==> config.mk <==
export PLATFORM = sky130hd
export DESIGN_NAME = fis_dma_regbank
export DESIGN_NICKNAME = d
export VERILOG_FILES = /design/src/rtl/fdr_pkg.sv /design/src/rtl/fdr_base_reg.sv /design/src/rtl/fdr_sticky_flag.sv /design/src/rtl/fdr_rx_status.sv /design/src/rtl/fis_dma_regbank.sv
export SDC_FILE = /design/constraint.sdc
export NUM_CORES = 1
export LEC_CHECK = 0
export ABC_AREA = 0
export BUFFER_PORTS_ARGS = -buffer_cell sky130_fd_sc_hd__buf_2
export CAP_MARGIN = 20
export CORE_ASPECT_RATIO = 0.5
export CORE_MARGIN = 2
export CORE_UTILIZATION = 52
export DETAILED_ROUTE_END_ITERATION = 10
export PLACE_DENSITY = 0.85
export SLEW_MARGIN = 10
export SYNTH_ARGS = -nofsm -noshare
export SYNTH_HDL_FRONTEND = slang
export SYNTH_SLANG_ARGS = --single-unit
==> constraint.sdc <==
create_clock -name clk -period 3.6 [get_ports clk]
set_input_delay 0.18 -clock clk [delete_from_list [all_inputs] [get_ports clk]]
set_output_delay 0.18 -clock clk [all_outputs]
set_load 0.05 [all_outputs]
==> src/rtl/fdr_pkg.sv <==
package fdr_pkg;

    localparam int DATA_W     = 32;
    localparam int OFS_W      = 5;
    localparam int ALIGN_BITS = 9;
    localparam int WCNT_W     = 16;
    localparam int RCNT_W     = 24;
    localparam int ERR_W      = 8;

    // byte offsets
    localparam logic [OFS_W-1:0] OFS_TXA  = 5'h00;
    localparam logic [OFS_W-1:0] OFS_RXN  = 5'h04;
    localparam logic [OFS_W-1:0] OFS_CTRL = 5'h08;
    localparam logic [OFS_W-1:0] OFS_RXD  = 5'h0C;
    localparam logic [OFS_W-1:0] OFS_ICLR = 5'h10;

    // control word bits
    localparam int BIT_HWRST = 31;
    localparam int BIT_START = 30;
    localparam int BIT_TYPE  = 29;

    // interrupt clear word bits
    localparam int BIT_CLR_E2C  = 31;
    localparam int BIT_CLR_C2E  = 30;
    localparam int BIT_CLR_TYPE = 29;

    typedef enum logic [2:0] {
        WR_NONE, WR_TXA, WR_RXN, WR_CTRL, WR_RXD, WR_ICLR
    } wr_sel_e;

    typedef enum logic [1:0] {
        RD_ZERO, RD_ERR, RD_RXST
    } rd_sel_e;

    function automatic wr_sel_e dec_wr(input logic wr, input logic [OFS_W-1:0] ofs);
        wr_sel_e s;
        s = WR_NONE;
        if (wr) begin
            unique case (ofs)
                OFS_TXA:  s = WR_TXA;
                OFS_RXN:  s = WR_RXN;
                OFS_CTRL: s = WR_CTRL;
                OFS_RXD:  s = WR_RXD;
                OFS_ICLR: s = WR_ICLR;
                default:  s = WR_NONE;
            endcase
        end
        return s;
    endfunction

    function automatic rd_sel_e dec_rd(input logic [OFS_W-1:0] ofs);
        rd_sel_e s;
        unique case (ofs)
            OFS_RXN: s = RD_ERR;
            OFS_RXD: s = RD_RXST;
            default: s = RD_ZERO;
        endcase
        return s;
    endfunction

endpackage

==> src/rtl/fdr_base_reg.sv <==
module fdr_base_reg #(
    parameter int DW    = 32,
    parameter int ALIGN = 9
) (
    input  logic          clk,
    input  logic          rst_n,
    input  logic          we,
    input  logic [DW-1:0] wdata,
    output logic [DW-1:0] q
);
    logic low_unused;
    assign low_unused = ^wdata[ALIGN-1:0];

    always_ff @(posedge clk) begin
        if (!rst_n)  q <= '0;
        else if (we) q <= {wdata[DW-1:ALIGN], {ALIGN{1'b0}}};
    end
endmodule

==> src/rtl/fdr_sticky_flag.sv <==
module fdr_sticky_flag (
    input  logic clk,
    input  logic rst_n,
    input  logic set,
    input  logic clr,
    output logic q
);
    always_ff @(posedge clk) begin
        if (!rst_n)   q <= 1'b0;
        else if (set) q <= 1'b1;
        else if (clr) q <= 1'b0;
    end


    set_wins_chk: assert property (@(posedge clk) disable iff (!rst_n)
        set |=> q);


    drop_needs_clr_chk: assert property (@(posedge clk) disable iff (!rst_n)
        $fell(q) |-> $past(clr));
endmodule

==> src/rtl/fdr_rx_status.sv <==
module fdr_rx_status #(
    parameter int RCNT_W = 24,
    parameter int ERR_W  = 8
) (
    input  logic              clk,
    input  logic              rst_n,
    input  logic              cnt_upd,
    input  logic [RCNT_W-1:0] cnt_val,
    input  logic              cnt_clr,
    input  logic              type_upd,
    input  logic              type_nondata,
    input  logic              type_clr,
    input  logic              err_upd,
    input  logic [ERR_W-1:0]  err_val,
    output logic [RCNT_W-1:0] cnt_q,
    output logic              type_q,
    output logic [ERR_W-1:0]  err_q
);
    always_ff @(posedge clk) begin
        if (!rst_n) begin
            cnt_q  <= '0;
            type_q <= 1'b0;
            err_q  <= '0;
        end else begin
            if (cnt_upd)       cnt_q <= cnt_val;
            else if (cnt_clr)  cnt_q <= '0;
            if (type_upd)      type_q <= type_nondata;
            else if (type_clr) type_q <= 1'b0;
            if (err_upd)       err_q <= err_val;
        end
    end


    cnt_clear_chk: assert property (@(posedge clk) disable iff (!rst_n)
        (cnt_clr && !cnt_upd) |=> (cnt_q == '0));


    type_clear_chk: assert property (@(posedge clk) disable iff (!rst_n)
        (type_clr && !type_upd) |=> !type_q);
endmodule

==> src/rtl/fis_dma_regbank.sv <==
module fis_dma_regbank
    import fdr_pkg::*;
#(
    parameter int DW  = fdr_pkg::DATA_W,
    parameter int AW  = fdr_pkg::OFS_W,
    parameter int TCW = fdr_pkg::WCNT_W,
    parameter int RCW = fdr_pkg::RCNT_W,
    parameter int EW  = fdr_pkg::ERR_W
) (
    input  logic           clk,
    input  logic           rst_n,
    input  logic           bus_wr,
    input  logic           bus_rd,
    input  logic [AW-1:0]  bus_addr,
    input  logic [DW-1:0]  bus_wdata,
    output logic [DW-1:0]  bus_rdata,
    output logic [DW-1:0]  tx_base_addr,
    output logic [DW-1:0]  rx_ndata_addr,
    output logic [DW-1:0]  rx_data_addr,
    output logic           tx_start,
    output logic           hw_reset,
    output logic           tx_is_data,
    output logic [TCW-1:0] tx_word_cnt,
    input  logic           rx_cnt_upd,
    input  logic [RCW-1:0] rx_cnt_val,
    input  logic           rx_type_upd,
    input  logic           rx_type_nondata,
    input  logic           err_upd,
    input  logic [EW-1:0]  err_val,
    input  logic           e2c_done,
    input  logic           c2e_done,
    output logic           irq_e2c,
    output logic           irq_c2e
);
    localparam int NADDR = 3;
    localparam int NIRQ  = 2;

    wr_sel_e wsel;
    rd_sel_e rsel;
    logic    wr_ctrl, wr_iclr;

    always_comb begin
        wsel    = dec_wr(bus_wr, bus_addr);
        rsel    = dec_rd(bus_addr);
        wr_ctrl = (wsel == WR_CTRL);
        wr_iclr = (wsel == WR_ICLR);
    end

    // aligned base address registers
    logic [NADDR-1:0]  addr_we;
    logic [DW-1:0]     addr_q [NADDR];
    assign addr_we = {wsel == WR_RXD, wsel == WR_RXN, wsel == WR_TXA};

    for (genvar i = 0; i < NADDR; i++) begin : g_addr
        fdr_base_reg #(.DW(DW), .ALIGN(ALIGN_BITS)) u_base (
            .clk   (clk),
            .rst_n (rst_n),
            .we    (addr_we[i]),
            .wdata (bus_wdata),
            .q     (addr_q[i])
        );
    end
    assign tx_base_addr  = addr_q[0];
    assign rx_ndata_addr = addr_q[1];
    assign rx_data_addr  = addr_q[2];

    // control word and command pulses
    always_ff @(posedge clk) begin
        if (!rst_n) begin
            tx_is_data  <= 1'b0;
            tx_word_cnt <= '0;
            tx_start    <= 1'b0;
            hw_reset    <= 1'b0;
        end else begin
            tx_start <= wr_ctrl && bus_wdata[BIT_START];
            hw_reset <= wr_ctrl && bus_wdata[BIT_HWRST];
            if (wr_ctrl) begin
                tx_is_data  <= bus_wdata[BIT_TYPE];
                tx_word_cnt <= bus_wdata[TCW-1:0];
            end
        end
    end

    // receive status
    logic [RCW-1:0] rcnt_q;
    logic           rtype_q;
    logic [EW-1:0]  err_q;

    fdr_rx_status #(.RCNT_W(RCW), .ERR_W(EW)) u_rxst (
        .clk          (clk),
        .rst_n        (rst_n),
        .cnt_upd      (rx_cnt_upd),
        .cnt_val      (rx_cnt_val),
        .cnt_clr      (wr_ctrl),
        .type_upd     (rx_type_upd),
        .type_nondata (rx_type_nondata),
        .type_clr     (wr_iclr && bus_wdata[BIT_CLR_TYPE]),
        .err_upd      (err_upd),
        .err_val      (err_val),
        .cnt_q        (rcnt_q),
        .type_q       (rtype_q),
        .err_q        (err_q)
    );

    // interrupt flags
    logic [NIRQ-1:0] irq_set, irq_clr, irq_q;
    assign irq_set = {c2e_done, e2c_done};
    assign irq_clr = {wr_iclr && bus_wdata[BIT_CLR_C2E], wr_iclr && bus_wdata[BIT_CLR_E2C]};

    for (genvar k = 0; k < NIRQ; k++) begin : g_irq
        fdr_sticky_flag u_flag (
            .clk   (clk),
            .rst_n (rst_n),
            .set   (irq_set[k]),
            .clr   (irq_clr[k]),
            .q     (irq_q[k])
        );
    end
    assign irq_e2c = irq_q[0];
    assign irq_c2e = irq_q[1];

    // registered read port
    logic [DW-1:0] rd_mux;
    always_comb begin
        rd_mux = '0;
        unique case (rsel)
            RD_ERR:  rd_mux[EW-1:0] = err_q;
            RD_RXST: begin
                rd_mux[RCW-1:0] = rcnt_q;
                rd_mux[DW-1]    = rtype_q;
            end
            default: rd_mux = '0;
        endcase
    end

    always_ff @(posedge clk) begin
        if (!rst_n)      bus_rdata <= '0;
        else if (bus_rd) bus_rdata <= rd_mux;
        else             bus_rdata <= '0;
    end


    start_src_chk: assert property (@(posedge clk) disable iff (!rst_n)
        tx_start |-> $past(bus_wr && bus_addr == OFS_CTRL && bus_wdata[BIT_START]));


    hwrst_src_chk: assert property (@(posedge clk) disable iff (!rst_n)
        hw_reset |-> $past(bus_wr && bus_addr == OFS_CTRL && bus_wdata[BIT_HWRST]));


    idle_rdata_chk: assert property (@(posedge clk) disable iff (!rst_n)
        !$past(bus_rd) |-> (bus_rdata == '0));


    ctrl_hold_chk: assert property (@(posedge clk) disable iff (!rst_n)
        !$past(wr_ctrl) |-> $stable(tx_word_cnt));
endmodule

==> run_summary.xml, run 1 <==
<?xml version="1.0" encoding="UTF-8"?>
<metrics>
  <group name="clocking">
    <metric name="clk-insertion-delay-late" unit="ps">400</metric>
    <metric name="tritoncts.num_buffers" unit="">17</metric>
    <metric name="cts_max_level" unit="">4</metric>
    <metric name="clk_pin_slew_worst_paths" unit="ps">60</metric>
    <metric name="clock-sinks" unit="">148</metric>
    <metric name="ctsRootBufferMaster" unit="">sky130_fd_sc_hd__clkbuf_16</metric>
    <metric name="cts_setup_buffers" unit="">0</metric>
    <metric name="tritoncts" unit="">built</metric>
    <metric name="cts_buffer_depth" unit="">2</metric>
  </group>
  <group name="yosys">
    <metric name="synth.cell_area" unit="um^2">5710</metric>
    <metric name="portion_of_the_post_synthesis_area_used_by_sequential_elements" unit="">0.519</metric>
    <metric name="ys.warnings.count" unit="">0</metric>
    <metric name="post_synth_top_area_share" unit="">0.519</metric>
    <metric name="synthCells" unit="">578</metric>
    <metric name="number_of_storage_elements_in_the_synthesis_netlist" unit="">148</metric>
    <metric name="syn-mean-instance-area" unit="um^2">9.88</metric>
    <metric name="yosys.area.top_type" unit="">sky130_fd_sc_hd__dfxtp_1</metric>
    <metric name="post_synth_main_area_contributors" unit="">sky130_fd_sc_hd__dfxtp_1 (52%), sky130_fd_sc_hd__mux2i_1 (16%), sky130_fd_sc_hd__nand2_1 (8.0%)</metric>
    <metric name="yosysUniqueCellTypes" unit="">29</metric>
  </group>
  <group name="floorplan">
    <metric name="std_cell_rows" unit="">26</metric>
    <metric name="area_of_the_core" unit="um^2">10400</metric>
    <metric name="die_h" unit="um">78.1</metric>
    <metric name="die-width" unit="um">152</metric>
    <metric name="die_area" unit="um^2">11900</metric>
    <metric name="io_count" unit="">228</metric>
    <metric name="start_util" unit="">0.547</metric>
  </group>
  <group name="cells_and_area">
    <metric name="final.fill_count" unit="">814</metric>
    <metric name="final_util" unit="">0.689</metric>
    <metric name="drive_above_1_share" unit="">0.304</metric>
    <metric name="antenna_cells_inserted" unit="">0</metric>
    <metric name="finish.net_count" unit="">834</metric>
    <metric name="syn_to_final_growth" unit="%">26.0</metric>
  </group>
  <group name="grt">
    <metric name="global_route.usage.total" unit="">0.221</metric>
    <metric name="grt_pass1_vias" unit="">4374</metric>
    <metric name="overflow" unit="">0</metric>
    <metric name="grt_pass1_wl" unit="um">21300</metric>
    <metric name="grt_start_max_net_pins" unit="">73</metric>
    <metric name="number_of_antenna_violations_at_the_first_check_in_global_routing" unit="">0</metric>
  </group>
  <group name="route">
    <metric name="vias" unit="">4524</metric>
    <metric name="drt-total-wl" unit="um">13000</metric>
    <metric name="post-route-drc-count" unit="">0</metric>
    <metric name="antenna_violating_nets_post_route" unit="">0</metric>
    <metric name="drt_iter0_drc" unit="">263</metric>
    <metric name="firstDrtPassIters" unit="">4</metric>
    <metric name="post_drt_via_cell_ratio" unit="">4.99</metric>
    <metric name="wl_per_cell" unit="um">14.4</metric>
  </group>
  <group name="worst_setup_path">
    <metric name="crit-reg2reg-capture" unit="">u_rxst.type_q</metric>
    <metric name="critPathKind" unit="">input port to flip-flop</metric>
    <metric name="worst_setup_path_end_kind" unit="">flip-flop</metric>
    <metric name="startpoint_type" unit="">input port</metric>
    <metric name="worstSetupEndpoint" unit="">bus_rdata[31]</metric>
    <metric name="timing.critical_path.from" unit="">bus_addr[4]</metric>
    <metric name="crit-reg2reg-launch" unit="">u_rxst.type_q</metric>
    <metric name="r2r_cells" unit="">3</metric>
    <metric name="cp.required" unit="ps">3940</metric>
    <metric name="worst-r2r-setup-slack" unit="ps">2770</metric>
    <metric name="cp_max_fo" unit="">17</metric>
    <metric name="worstPathArrival" unit="ps">1900</metric>
  </group>
  <group name="power_and_ir_drop">
    <metric name="power.leakage" unit="nW">3.58</metric>
    <metric name="powerDensity" unit="nW/um^2">540</metric>
    <metric name="total_power" unit="mW">3.89</metric>
    <metric name="worst_ir_drop_vdd" unit="V">0.000341</metric>
  </group>
  <group name="placement">
    <metric name="place.port_buffers" unit="">193</metric>
    <metric name="place_hpwl" unit="um">8610</metric>
    <metric name="post-place-ws" unit="ps">1600</metric>
    <metric name="gp_congestion" unit="">0.891</metric>
  </group>
  <group name="hold_path">
    <metric name="hold_class" unit="">input port to flip-flop</metric>
  </group>
  <group name="timing">
    <metric name="setup_total_negative_slack" unit="ps">0</metric>
    <metric name="final-setup-viol-count" unit="">0</metric>
    <metric name="final.min_clock_period" unit="ps">1560</metric>
    <metric name="clock.fmax" unit="MHz">640</metric>
    <metric name="worst_setup_slack_final" unit="ps">2040</metric>
    <metric name="drv_slew" unit="">0</metric>
    <metric name="finalHoldViolCount" unit="">0</metric>
    <metric name="max_clock_skew" unit="ps">8.71</metric>
    <metric name="slew_headroom" unit="">0.346</metric>
    <metric name="worst_hold_slack" unit="ps">14.1</metric>
    <metric name="fin_crit_sh" unit="">0.434</metric>
    <metric name="tightestPinTransition" unit="ps">981</metric>
    <metric name="grt_setup_unrepaired" unit="">false</metric>
  </group>
  <group name="outcome">
    <metric name="run_status" unit="">complete, no violations</metric>
  </group>
  <group name="job">
    <metric name="max_cap_viol_count" unit="">0</metric>
  </group>
</metrics>
==> stage by stage <==
step	instance area, um^2	std cells
after floorplan	5840	611
after global placement	6520	872
after detailed placement	6520	872
after CTS	7200	906
after global routing	7200	906
final	7200	906
==> flip-flops by register name, summed over array words and instances (netlist names), 2 cells and up <==
name             flops
g_addr.u_base.q     69
bus_rdata           25
u_rxst.cnt_q        24
tx_word_cnt         16
u_rxst.err_q         8
g_irq.u_flag.q       2
==> logic make-up (layout without fill, tap and decap cells) <==
group / Yosys count / after routing / synth area share
simple gates: 215 / 215 / 0.184
flops: 148 / 148 / 0.519
mux: 94 / 94 / 0.165
buf+inv: 80 / 235 / 0.0881
compound gates: 38 / 38 / 0.0394
fa+ha+maj: 2 / 2 / 0.00438
other cells: 1 / 34 / 0.000657
==> worst max-delay path, cell delays in order <==
cell and delay (ps):
sky130_fd_sc_hd__buf_2 130, sky130_fd_sc_hd__nor4b_4 350, sky130_fd_sc_hd__nand2_1 120, sky130_fd_sc_hd__inv_1 70, sky130_fd_sc_hd__ha_1 330, sky130_fd_sc_hd__and3_1 510, sky130_fd_sc_hd__and2_1 200
==> synth_stat cells <==
cell type                  count
sky130_fd_sc_hd__o21ai_1       2
sky130_fd_sc_hd__dfxtp_1     148
sky130_fd_sc_hd__nand2_1     121
sky130_fd_sc_hd__inv_1         4
sky130_fd_sc_hd__and4bb_2      1
sky130_fd_sc_hd__a31o_2        1
sky130_fd_sc_hd__ha_1          2
sky130_fd_sc_hd__mux2i_1      94
sky130_fd_sc_hd__nor2b_1      10
sky130_fd_sc_hd__o21ai_0      24
sky130_fd_sc_hd__clkbuf_1     23
sky130_fd_sc_hd__nand3_1      24
sky130_fd_sc_hd__nor4b_4       1
sky130_fd_sc_hd__a22oi_1       8
sky130_fd_sc_hd__nand3b_1     25
sky130_fd_sc_hd__a41oi_1       2
sky130_fd_sc_hd__conb_1        1
sky130_fd_sc_hd__buf_12        2
sky130_fd_sc_hd__buf_1         1
sky130_fd_sc_hd__buf_2         8
sky130_fd_sc_hd__nor4_2        1
sky130_fd_sc_hd__a311oi_1      1
sky130_fd_sc_hd__buf_6         2
sky130_fd_sc_hd__buf_4        38
sky130_fd_sc_hd__nand2_2       1
sky130_fd_sc_hd__nor2_1        9
sky130_fd_sc_hd__and2_1       17
sky130_fd_sc_hd__and3_1        5
sky130_fd_sc_hd__clkbuf_2      2
==> repair_timing <==
action	4_1_cts	5_1_grt
endpoints found under the hold margin	2	0
gates resized for setup	0	0
hold buffers	2	0
==> how the worst min path moves through the flow <==
stage                   start                 to  depth (start not counted)
6_report        rx_cnt_val[5]    u_rxst.cnt_q[5]                          3
3_5_place_dp   rx_cnt_val[14]   u_rxst.cnt_q[14]                          3
4_1_cts        rx_cnt_val[13]   u_rxst.cnt_q[13]                          3
2_1_floorplan   bus_wdata[31]  g_irq[0].u_flag.q                          1
5_1_grt        rx_cnt_val[21]   u_rxst.cnt_q[21]                          3
3_3_place_gp    rx_cnt_val[0]    u_rxst.cnt_q[0]                          3
==> area by class of cell <==
class	instances	area, um^2	area share
sequential	148	2960	0.412
clock buffer	25	515	0.0716
inverter	4	15.0	0.00209
multi-input combinational	383	2370	0.329
tap	140	175	0.0243
clock inverter	7	141	0.0196
timing repair buffer	199	1020	0.141
==> layer usage <==
| layer | up-vias | track usage | part of all wire |
|---|---|---|---|
| li1 | 2208 | - | - |
| met1 | 2147 | 0.247 | 0.41 |
| met2 | 139 | 0.409 | 0.52 |
| met3 | 30 | 0.0480 | 0.044 |
| met4 | 0 | 0.103 | 0.028 |
| met5 | - | 0 | 0 |
==> cells in the final DEF (no fill, tap or decap), drive strengths merged <==
cell / synthesis / routed
buf: 51 / 197
dfxtp: 148 / 148
nand2: 122 / 122
mux2i: 94 / 94
conb: 1 / 34
o21ai: 26 / 26
nand3b: 25 / 25
clkbuf: 25 / 25
nand3: 24 / 24
and2: 17 / 17
nor2b: 10 / 10
nor2: 9 / 9
a22oi: 8 / 8
and3: 5 / 5
inv: 4 / 4
bufinv: 0 / 4
a41oi: 2 / 2
ha: 2 / 2
dlygate4sd3: 0 / 2
clkinv: 0 / 2
nor4b: 1 / 1
nor4: 1 / 1
and4bb: 1 / 1
a311oi: 1 / 1
a31o: 1 / 1
clkinvlp: 0 / 1
==> power by group <==
part	switching [mW]	total (mW)	internal [mW]	leakage, nW
sequential	0.0155	1.68	1.67	1.20
combinational	0.204	0.280	0.0755	2.06
clock	0.648	1.92	1.27	0.320
total	0.868	3.89	3.02	3.58
Power figures use the tool's default switching activity.
==> run 2: changes to the inputs <==
- ABC_AREA: 0 -> 1
- CORE_UTILIZATION: 52 -> 44
- PLACE_DENSITY: 0.85 -> 0.76
- clock period: 3.6 -> 1.3 ns (I/O delays scaled with it)
==> run_summary.xml, run 2 <==
<?xml version="1.0" encoding="UTF-8"?>
<metrics>
  <group name="timing">
    <metric name="final-setup-viol-count" unit="">0</metric>
    <metric name="grt_setup_unrepaired" unit="">false</metric>
    <metric name="clock.fmax" unit="MHz">831</metric>
    <metric name="final.min_clock_period" unit="ps">1200</metric>
    <metric name="fin_crit_sh" unit="">0.926</metric>
    <metric name="drv_slew" unit="">0</metric>
    <metric name="worst_setup_slack_final" unit="ps">96.5</metric>
    <metric name="finalHoldViolCount" unit="">0</metric>
    <metric name="max_clock_skew" unit="ps">8.83</metric>
    <metric name="setup_total_negative_slack" unit="ps">0</metric>
  </group>
  <group name="floorplan">
    <metric name="std_cell_rows" unit="">29</metric>
    <metric name="start_util" unit="">0.454</metric>
    <metric name="area_of_the_core" unit="um^2">12800</metric>
    <metric name="die_h" unit="um">85.2</metric>
    <metric name="die-width" unit="um">166</metric>
    <metric name="io_count" unit="">228</metric>
    <metric name="die_area" unit="um^2">14200</metric>
  </group>
  <group name="grt">
    <metric name="grt_pass1_wl" unit="um">27300</metric>
    <metric name="grt_start_max_net_pins" unit="">46</metric>
    <metric name="grt_pass1_vias" unit="">5536</metric>
    <metric name="overflow" unit="">0</metric>
    <metric name="global_route.usage.total" unit="">0.238</metric>
    <metric name="number_of_antenna_violations_at_the_first_check_in_global_routing" unit="">0</metric>
  </group>
  <group name="route">
    <metric name="drt-total-wl" unit="um">17300</metric>
    <metric name="drt_iter0_drc" unit="">411</metric>
    <metric name="vias" unit="">5794</metric>
    <metric name="firstDrtPassIters" unit="">5</metric>
    <metric name="post_drt_via_cell_ratio" unit="">4.95</metric>
    <metric name="antenna_violating_nets_post_route" unit="">0</metric>
    <metric name="wl_per_cell" unit="um">14.8</metric>
    <metric name="post-route-drc-count" unit="">0</metric>
  </group>
  <group name="clocking">
    <metric name="clock-sinks" unit="">148</metric>
    <metric name="ctsRootBufferMaster" unit="">sky130_fd_sc_hd__clkbuf_16</metric>
    <metric name="clk_pin_slew_worst_paths" unit="ps">60</metric>
    <metric name="tritoncts" unit="">built</metric>
    <metric name="cts_setup_buffers" unit="">0</metric>
    <metric name="cts_buffer_depth" unit="">2</metric>
    <metric name="tritoncts.num_buffers" unit="">17</metric>
    <metric name="clk-insertion-delay-late" unit="ps">400</metric>
    <metric name="cts_max_level" unit="">4</metric>
    <metric name="post_cts_resized" unit="">0</metric>
  </group>
  <group name="hold_path">
    <metric name="worstHoldEndpoint" unit="">tx_is_data</metric>
    <metric name="holdPathStages" unit="">3</metric>
    <metric name="hold_class" unit="">input port to flip-flop</metric>
    <metric name="worst_hold_startpoint" unit="">bus_wdata[29]</metric>
  </group>
  <group name="worst_setup_path">
    <metric name="crit-reg2reg-launch" unit="">u_rxst.err_q[7]</metric>
    <metric name="critPathKind" unit="">flip-flop to flip-flop</metric>
    <metric name="crit-reg2reg-capture" unit="">u_rxst.err_q[7]</metric>
    <metric name="worst-r2r-setup-slack" unit="ps">100</metric>
    <metric name="worstPathArrival" unit="ps">1490</metric>
    <metric name="r2r_cells" unit="">3</metric>
    <metric name="startpoint_type" unit="">flip-flop</metric>
    <metric name="cp.required" unit="ps">1580</metric>
    <metric name="cp_max_fo" unit="">2</metric>
    <metric name="worst_setup_path_end_kind" unit="">flip-flop</metric>
  </group>
  <group name="power_and_ir_drop">
    <metric name="power.leakage" unit="nW">3.86</metric>
    <metric name="total_power" unit="mW">11.3</metric>
    <metric name="powerDensity" unit="nW/um^2">1370</metric>
    <metric name="worst_ir_drop_vdd" unit="V">0.00105</metric>
  </group>
  <group name="yosys">
    <metric name="fraction_of_the_mapped_netlist_area_in_simple_logic_gates" unit="">0.266</metric>
    <metric name="post_synth_top_area_share" unit="">0.511</metric>
    <metric name="post-synth-top-count-cell" unit="">sky130_fd_sc_hd__dfxtp_1</metric>
    <metric name="number_of_storage_elements_in_the_synthesis_netlist" unit="">148</metric>
    <metric name="synth_enable_flop_cells" unit="">0</metric>
    <metric name="synth.area.mux_share" unit="">0</metric>
    <metric name="synthCells" unit="">729</metric>
    <metric name="ys.warnings.count" unit="">0</metric>
    <metric name="synth_async_sr_flop_share" unit="">0</metric>
    <metric name="yosys.area.top_type" unit="">sky130_fd_sc_hd__dfxtp_1</metric>
    <metric name="synth_compound_gate_area_share" unit="">0.0982</metric>
    <metric name="yosysUniqueCellTypes" unit="">29</metric>
    <metric name="main_combinational_cell_family_by_area_after_synthesis" unit="">simple AND/OR/NAND/NOR gates</metric>
    <metric name="synth_adder_area_share" unit="">0.00432</metric>
    <metric name="synth_xor_xnor_area_share" unit="">0</metric>
    <metric name="synthFlopType" unit="">sky130_fd_sc_hd__dfxtp_1</metric>
    <metric name="synth.cell_area" unit="um^2">5800</metric>
    <metric name="syn-mean-instance-area" unit="um^2">7.95</metric>
    <metric name="synth.top_cells.by_count" unit="">sky130_fd_sc_hd__dfxtp_1 (148), sky130_fd_sc_hd__nor2_1 (116), sky130_fd_sc_hd__nand2_1 (111), sky130_fd_sc_hd__a21oi_1 (74)</metric>
    <metric name="portion_of_the_post_synthesis_area_used_by_sequential_elements" unit="">0.511</metric>
    <metric name="post_synth_main_area_contributors" unit="">sky130_fd_sc_hd__dfxtp_1 (51%), sky130_fd_sc_hd__nor2_1 (7.5%), sky130_fd_sc_hd__nand2_1 (7.2%)</metric>
  </group>
  <group name="cells_and_area">
    <metric name="syn_to_final_growth" unit="%">42.3</metric>
    <metric name="register_name_with_the_most_flops" unit="">g_addr.u_base.q</metric>
    <metric name="finish.net_count" unit="">1068</metric>
    <metric name="antenna_cells_inserted" unit="">0</metric>
    <metric name="layout_commonest_cell" unit="">sky130_fd_sc_hd__buf_2</metric>
    <metric name="largest_registers" unit="">g_addr.u_base.q (69), bus_rdata (25), u_rxst.cnt_q (24)</metric>
    <metric name="final.fill_count" unit="">1034</metric>
    <metric name="largest_reg_flops" unit="">69</metric>
    <metric name="drive_above_1_share" unit="">0.267</metric>
    <metric name="layout_common_cells" unit="">sky130_fd_sc_hd__buf_2 (193), sky130_fd_sc_hd__dfxtp_1 (148), sky130_fd_sc_hd__nor2_1 (116)</metric>
  </group>
  <group name="job">
    <metric name="max_cap_viol_count" unit="">0</metric>
  </group>
  <group name="placement">
    <metric name="place.port_buffers" unit="">193</metric>
    <metric name="post-place-ws" unit="ps">-68.2</metric>
    <metric name="place_hpwl" unit="um">10900</metric>
    <metric name="gp_congestion" unit="">0.809</metric>
  </group>
  <group name="outcome">
    <metric name="run_status" unit="">complete, no violations</metric>
  </group>
</metrics>
[run 2: changes by cell type after synthesis, sizes merged, moves of 5 or more]
cell and delta:
a21oi +74, nand2 -9, nand3 +27, nor2 +110, o21ai +12, mux2i -94
buf +10, inv +44, nor2b -10, and3 -5, a22oi -8, and2 -17
nand4 +26
[run 2: logic make-up (layout without fill, tap and decap cells)]
group / count (synthesis) / after routing
compound gates: 113 / 113
flops: 148 / 148
other cells: 1 / 34
fa+ha+maj: 2 / 2
buf+inv: 132 / 370
simple gates: 333 / 333
[run 2: how the worst max path moves through the flow]
stage                               start                endpoint  slack (ps)  cells after the start
after floorplan               bus_addr[1]           bus_rdata[10]          10                      8
after global placement        bus_addr[1]              tx_is_data         -20                      9
after detailed placement      bus_addr[1]  g_addr[0].u_base.q[29]         -70                      9
after CTS                 u_rxst.err_q[7]         u_rxst.err_q[7]         110                      3
after global routing      u_rxst.err_q[7]         u_rxst.err_q[7]          30                      3
final                     u_rxst.err_q[7]         u_rxst.err_q[7]         100                      3
[run 2: area by class of cell]
cell class	count	area [um^2]	area share
flip-flops and latches	148	2960	0.359
well taps	170	213	0.0258
inverters	49	186	0.0226
repair buffers	289	1970	0.239
clock buffers	19	453	0.0549
multi-input cells	482	2270	0.275
clock inverters	13	195	0.0237
[run 2: repair_timing]
item,4_1_cts,5_1_grt
hold buffers,69,0
hold endpoints to repair,89,0
setup endpoints to repair,0,0
[run 2: report_power, final]
part / internal (mW) / switching [mW]
combinational: 0.417 / 0.847
sequential: 4.65 / 0.0549
clock: 3.35 / 1.96
[run 2: metrics by stage]
step / cell area, um^2 / instances / hold WS (ps) / utilization
2_1_floorplan: 5930 / 762 / 199 / -
3_3_place_gp: 6910 / 1069 / 295 / 0.541
3_5_place_dp: 6910 / 1069 / 301 / 0.541
4_1_cts: 8250 / 1170 / 2.92 / 0.646
5_1_grt: 8250 / 1170 / 21.6 / 0.646
6_report: 8250 / 1170 / 11.8 / 0.646
[run 2: routing by layer]
layer  GRT usage  part of all wire  up-vias
met3      0.0480             0.061       47
met4      0.0956             0.031        0
met2       0.430              0.50      254
met5           0                 0        -
li1            -                 -     2811
met1       0.284              0.41     2682
[run 2: worst max-delay path, cell delays in order, from the launching register on]
cell and delay [ps]:
sky130_fd_sc_hd__dfxtp_1 320, sky130_fd_sc_hd__o21ai_0 160, sky130_fd_sc_hd__nor2_1 60, sky130_fd_sc_hd__dlygate4sd3_1 550
==> run 3: changes to the inputs <==
- SETUP_SLACK_MARGIN: unset -> 0.4
==> run_summary.xml, run 3 (synthesis results as in run 2) <==
<?xml version="1.0" encoding="UTF-8"?>
<metrics>
  <group name="outcome">
    <metric name="run_status" unit="">complete, no violations</metric>
  </group>
  <group name="cells_and_area">
    <metric name="register_name_with_the_most_flops" unit="">g_addr.u_base.q</metric>
    <metric name="finish.net_count" unit="">1130</metric>
    <metric name="stdcell_area" unit="um^2">10700</metric>
    <metric name="layout_common_cells" unit="">sky130_fd_sc_hd__dfxtp_2 (108), sky130_fd_sc_hd__buf_8 (104), sky130_fd_sc_hd__nand2_1 (103)</metric>
    <metric name="syn_to_final_growth" unit="%">85.1</metric>
    <metric name="largest_registers" unit="">g_addr.u_base.q (69), bus_rdata (25), u_rxst.cnt_q (24)</metric>
    <metric name="drive_above_1_share" unit="">0.500</metric>
    <metric name="largest_reg_flops" unit="">69</metric>
    <metric name="layout_commonest_cell" unit="">sky130_fd_sc_hd__dfxtp_2</metric>
    <metric name="final.fill_count" unit="">500</metric>
  </group>
  <group name="worst_setup_path">
    <metric name="cp.required" unit="ps">1580</metric>
    <metric name="worst_setup_path_end_kind" unit="">flip-flop</metric>
    <metric name="critPathMaxStageDelay" unit="ps">330</metric>
    <metric name="slowest_stage" unit="">sky130_fd_sc_hd__nand4_1</metric>
    <metric name="cp_max_fo" unit="">6</metric>
    <metric name="critPathBufInv" unit="">3</metric>
    <metric name="worstPathArrival" unit="ps">1540</metric>
    <metric name="cpLargestDelayFamily" unit="">simple AND/OR/NAND/NOR gates</metric>
    <metric name="critPathKind" unit="">input port to flip-flop</metric>
    <metric name="startpoint_type" unit="">input port</metric>
    <metric name="cp_cell_sequence" unit="">buf_2 &gt; inv_1 &gt; nor2_2 &gt; nand3_4 &gt; nand2_8 &gt; buf_4 &gt; nand4_1 &gt; nand2_1 &gt; a21oi_1</metric>
  </group>
  <group name="hold_path">
    <metric name="hold_class" unit="">input port to flip-flop</metric>
  </group>
  <group name="clocking">
    <metric name="clk-insertion-delay-late" unit="ps">410</metric>
    <metric name="cts_max_level" unit="">4</metric>
    <metric name="cts_buffer_depth" unit="">2</metric>
    <metric name="ctsRootBufferMaster" unit="">sky130_fd_sc_hd__clkbuf_16</metric>
    <metric name="tritoncts.num_buffers" unit="">17</metric>
    <metric name="clk_pin_slew_worst_paths" unit="ps">60</metric>
    <metric name="clock-sinks" unit="">148</metric>
    <metric name="tritoncts" unit="">built</metric>
  </group>
  <group name="floorplan">
    <metric name="area_of_the_core" unit="um^2">12800</metric>
    <metric name="die_area" unit="um^2">14200</metric>
    <metric name="std_cell_rows" unit="">29</metric>
    <metric name="die_h" unit="um">85.2</metric>
    <metric name="io_count" unit="">228</metric>
    <metric name="die-width" unit="um">166</metric>
    <metric name="start_util" unit="">0.454</metric>
  </group>
  <group name="route">
    <metric name="antenna_violating_nets_post_route" unit="">0</metric>
    <metric name="drt-total-wl" unit="um">30600</metric>
    <metric name="post_drt_via_cell_ratio" unit="">6.08</metric>
    <metric name="vias" unit="">7485</metric>
    <metric name="wl_per_cell" unit="um">24.8</metric>
    <metric name="firstDrtPassIters" unit="">7</metric>
    <metric name="drt_iter0_drc" unit="">1016</metric>
    <metric name="post-route-drc-count" unit="">0</metric>
  </group>
  <group name="timing">
    <metric name="setup_total_negative_slack" unit="ps">0</metric>
    <metric name="final-setup-viol-count" unit="">0</metric>
    <metric name="final.min_clock_period" unit="ps">1260</metric>
    <metric name="finalHoldViolCount" unit="">0</metric>
    <metric name="worst_setup_slack_final" unit="ps">41.4</metric>
    <metric name="grt_setup_unrepaired" unit="">true</metric>
    <metric name="fin_crit_sh" unit="">0.968</metric>
    <metric name="drv_slew" unit="">0</metric>
    <metric name="clock.fmax" unit="MHz">795</metric>
    <metric name="max_clock_skew" unit="ps">3.26</metric>
  </group>
  <group name="grt">
    <metric name="grt_pass1_wl" unit="um">32700</metric>
    <metric name="grt_start_max_net_pins" unit="">49</metric>
    <metric name="number_of_antenna_violations_at_the_first_check_in_global_routing" unit="">0</metric>
    <metric name="overflow" unit="">0</metric>
    <metric name="global_route.usage.total" unit="">0.294</metric>
    <metric name="grt_pass1_vias" unit="">6247</metric>
  </group>
  <group name="power_and_ir_drop">
    <metric name="power.switching_fraction" unit="">0.278</metric>
    <metric name="worst_ir_drop_vdd" unit="V">0.00101</metric>
    <metric name="power.clock.fraction" unit="">0.461</metric>
    <metric name="power.share.sequential" unit="">0.396</metric>
    <metric name="power.leakage" unit="nW">4.54</metric>
    <metric name="net-switching-power" unit="mW">3.34</metric>
    <metric name="p_int" unit="mW">8.64</metric>
    <metric name="p_comb_frac" unit="">0.143</metric>
    <metric name="powerDensity" unit="nW/um^2">1120</metric>
  </group>
  <group name="placement">
    <metric name="gp_congestion" unit="">0.825</metric>
    <metric name="place.port_buffers" unit="">193</metric>
    <metric name="post-place-ws" unit="ps">-134</metric>
    <metric name="place_hpwl" unit="um">10700</metric>
    <metric name="dpl_cell_area" unit="um^2">6860</metric>
  </group>
  <group name="job">
    <metric name="max_cap_viol_count" unit="">0</metric>
  </group>
</metrics>
[run 3: cell types whose count changed in the layout (fill, tap and decap cells not counted), sizes merged]
cell / delta
nand3: +1
clkbuf: +9
buf: +51
diode: +1
clkinv: -1
inv: -1
clkinvlp: +1
dlygate4sd3: +1
[run 3: layout make-up]
class / count / area, um^2 / area share
diodes: 1 / 2.50 / 0.000233
clock buffers: 20 / 467 / 0.0435
clock inverters: 11 / 174 / 0.0162
inverters: 49 / 209 / 0.0195
multi-input cells: 483 / 2790 / 0.260
flip-flops and latches: 148 / 3120 / 0.291
well taps: 170 / 213 / 0.0198
repair buffers: 349 / 3740 / 0.349
repair inverters: 1 / 8.76 / 0.000816
[run 3: path summary, 6_finish.rpt]
| check | from | end | slack [ps] | cells past startpoint |
|---|---|---|---|---|
| setup / recovery | bus_addr[4] | g_irq[0].u_flag.q | 40 | 9 |
| hold reg to reg | u_rxst.cnt_q[15] | bus_rdata[15] | 420 | 2 |
| hold / removal | bus_rd | bus_rdata[19] | 30 | 3 |
| setup reg to reg | g_addr[2].u_base.q[17] | g_addr[2].u_base.q[17] | 360 | 4 |
[run 3: metrics by stage]
stage,utilization,power (mW),std cells,hold slack [ps]
after floorplan,-,5.64,762,199
after global placement,0.537,5.86,1065,285
after detailed placement,0.537,5.87,1065,302
after CTS,0.739,11.4,1175,47.0
after global routing,0.840,12.2,1231,18.6
final,0.840,12.0,1232,26.1
[run 3: worst register-to-register path: stages (launching register included)]
cell and delay [ps]:
sky130_fd_sc_hd__dfxtp_2 370, sky130_fd_sc_hd__buf_4 120, sky130_fd_sc_hd__buf_4 100, sky130_fd_sc_hd__nand2_1 70
sky130_fd_sc_hd__a21oi_1 190
[run 3: timing repair]
action                                  in CTS  in global routing
hold buffers                                70                  0
setup buffers                                9                 42
endpoints found under the setup margin     173                230
endpoints found under the hold margin       98                  0
gates resized for setup                    429                193
cloned                                       0                 14
pin swaps                                    0                 25
[run 3: power groups by stage]
stage                     combinational [mW]  clock [mW]  sequential (mW)
after floorplan                        0.658           0             4.98
after global placement                  1.06           0             4.80
final                                   1.71        5.53             4.74
after detailed placement                1.07           0             4.80
after CTS                               1.35        5.32             4.73
after global routing                    1.75        5.70             4.74
[run 3: metal layers]
layer  GRT usage  wire length [um]  vias to the layer above  part of all wire
met5           0                 0                        -                 0
met4       0.196              3110                        0              0.10
met3      0.0760              4050                      328              0.13
met2       0.515             13100                      825              0.43
met1       0.321             10300                     3398              0.34
li1            -                 -                     2934                 -
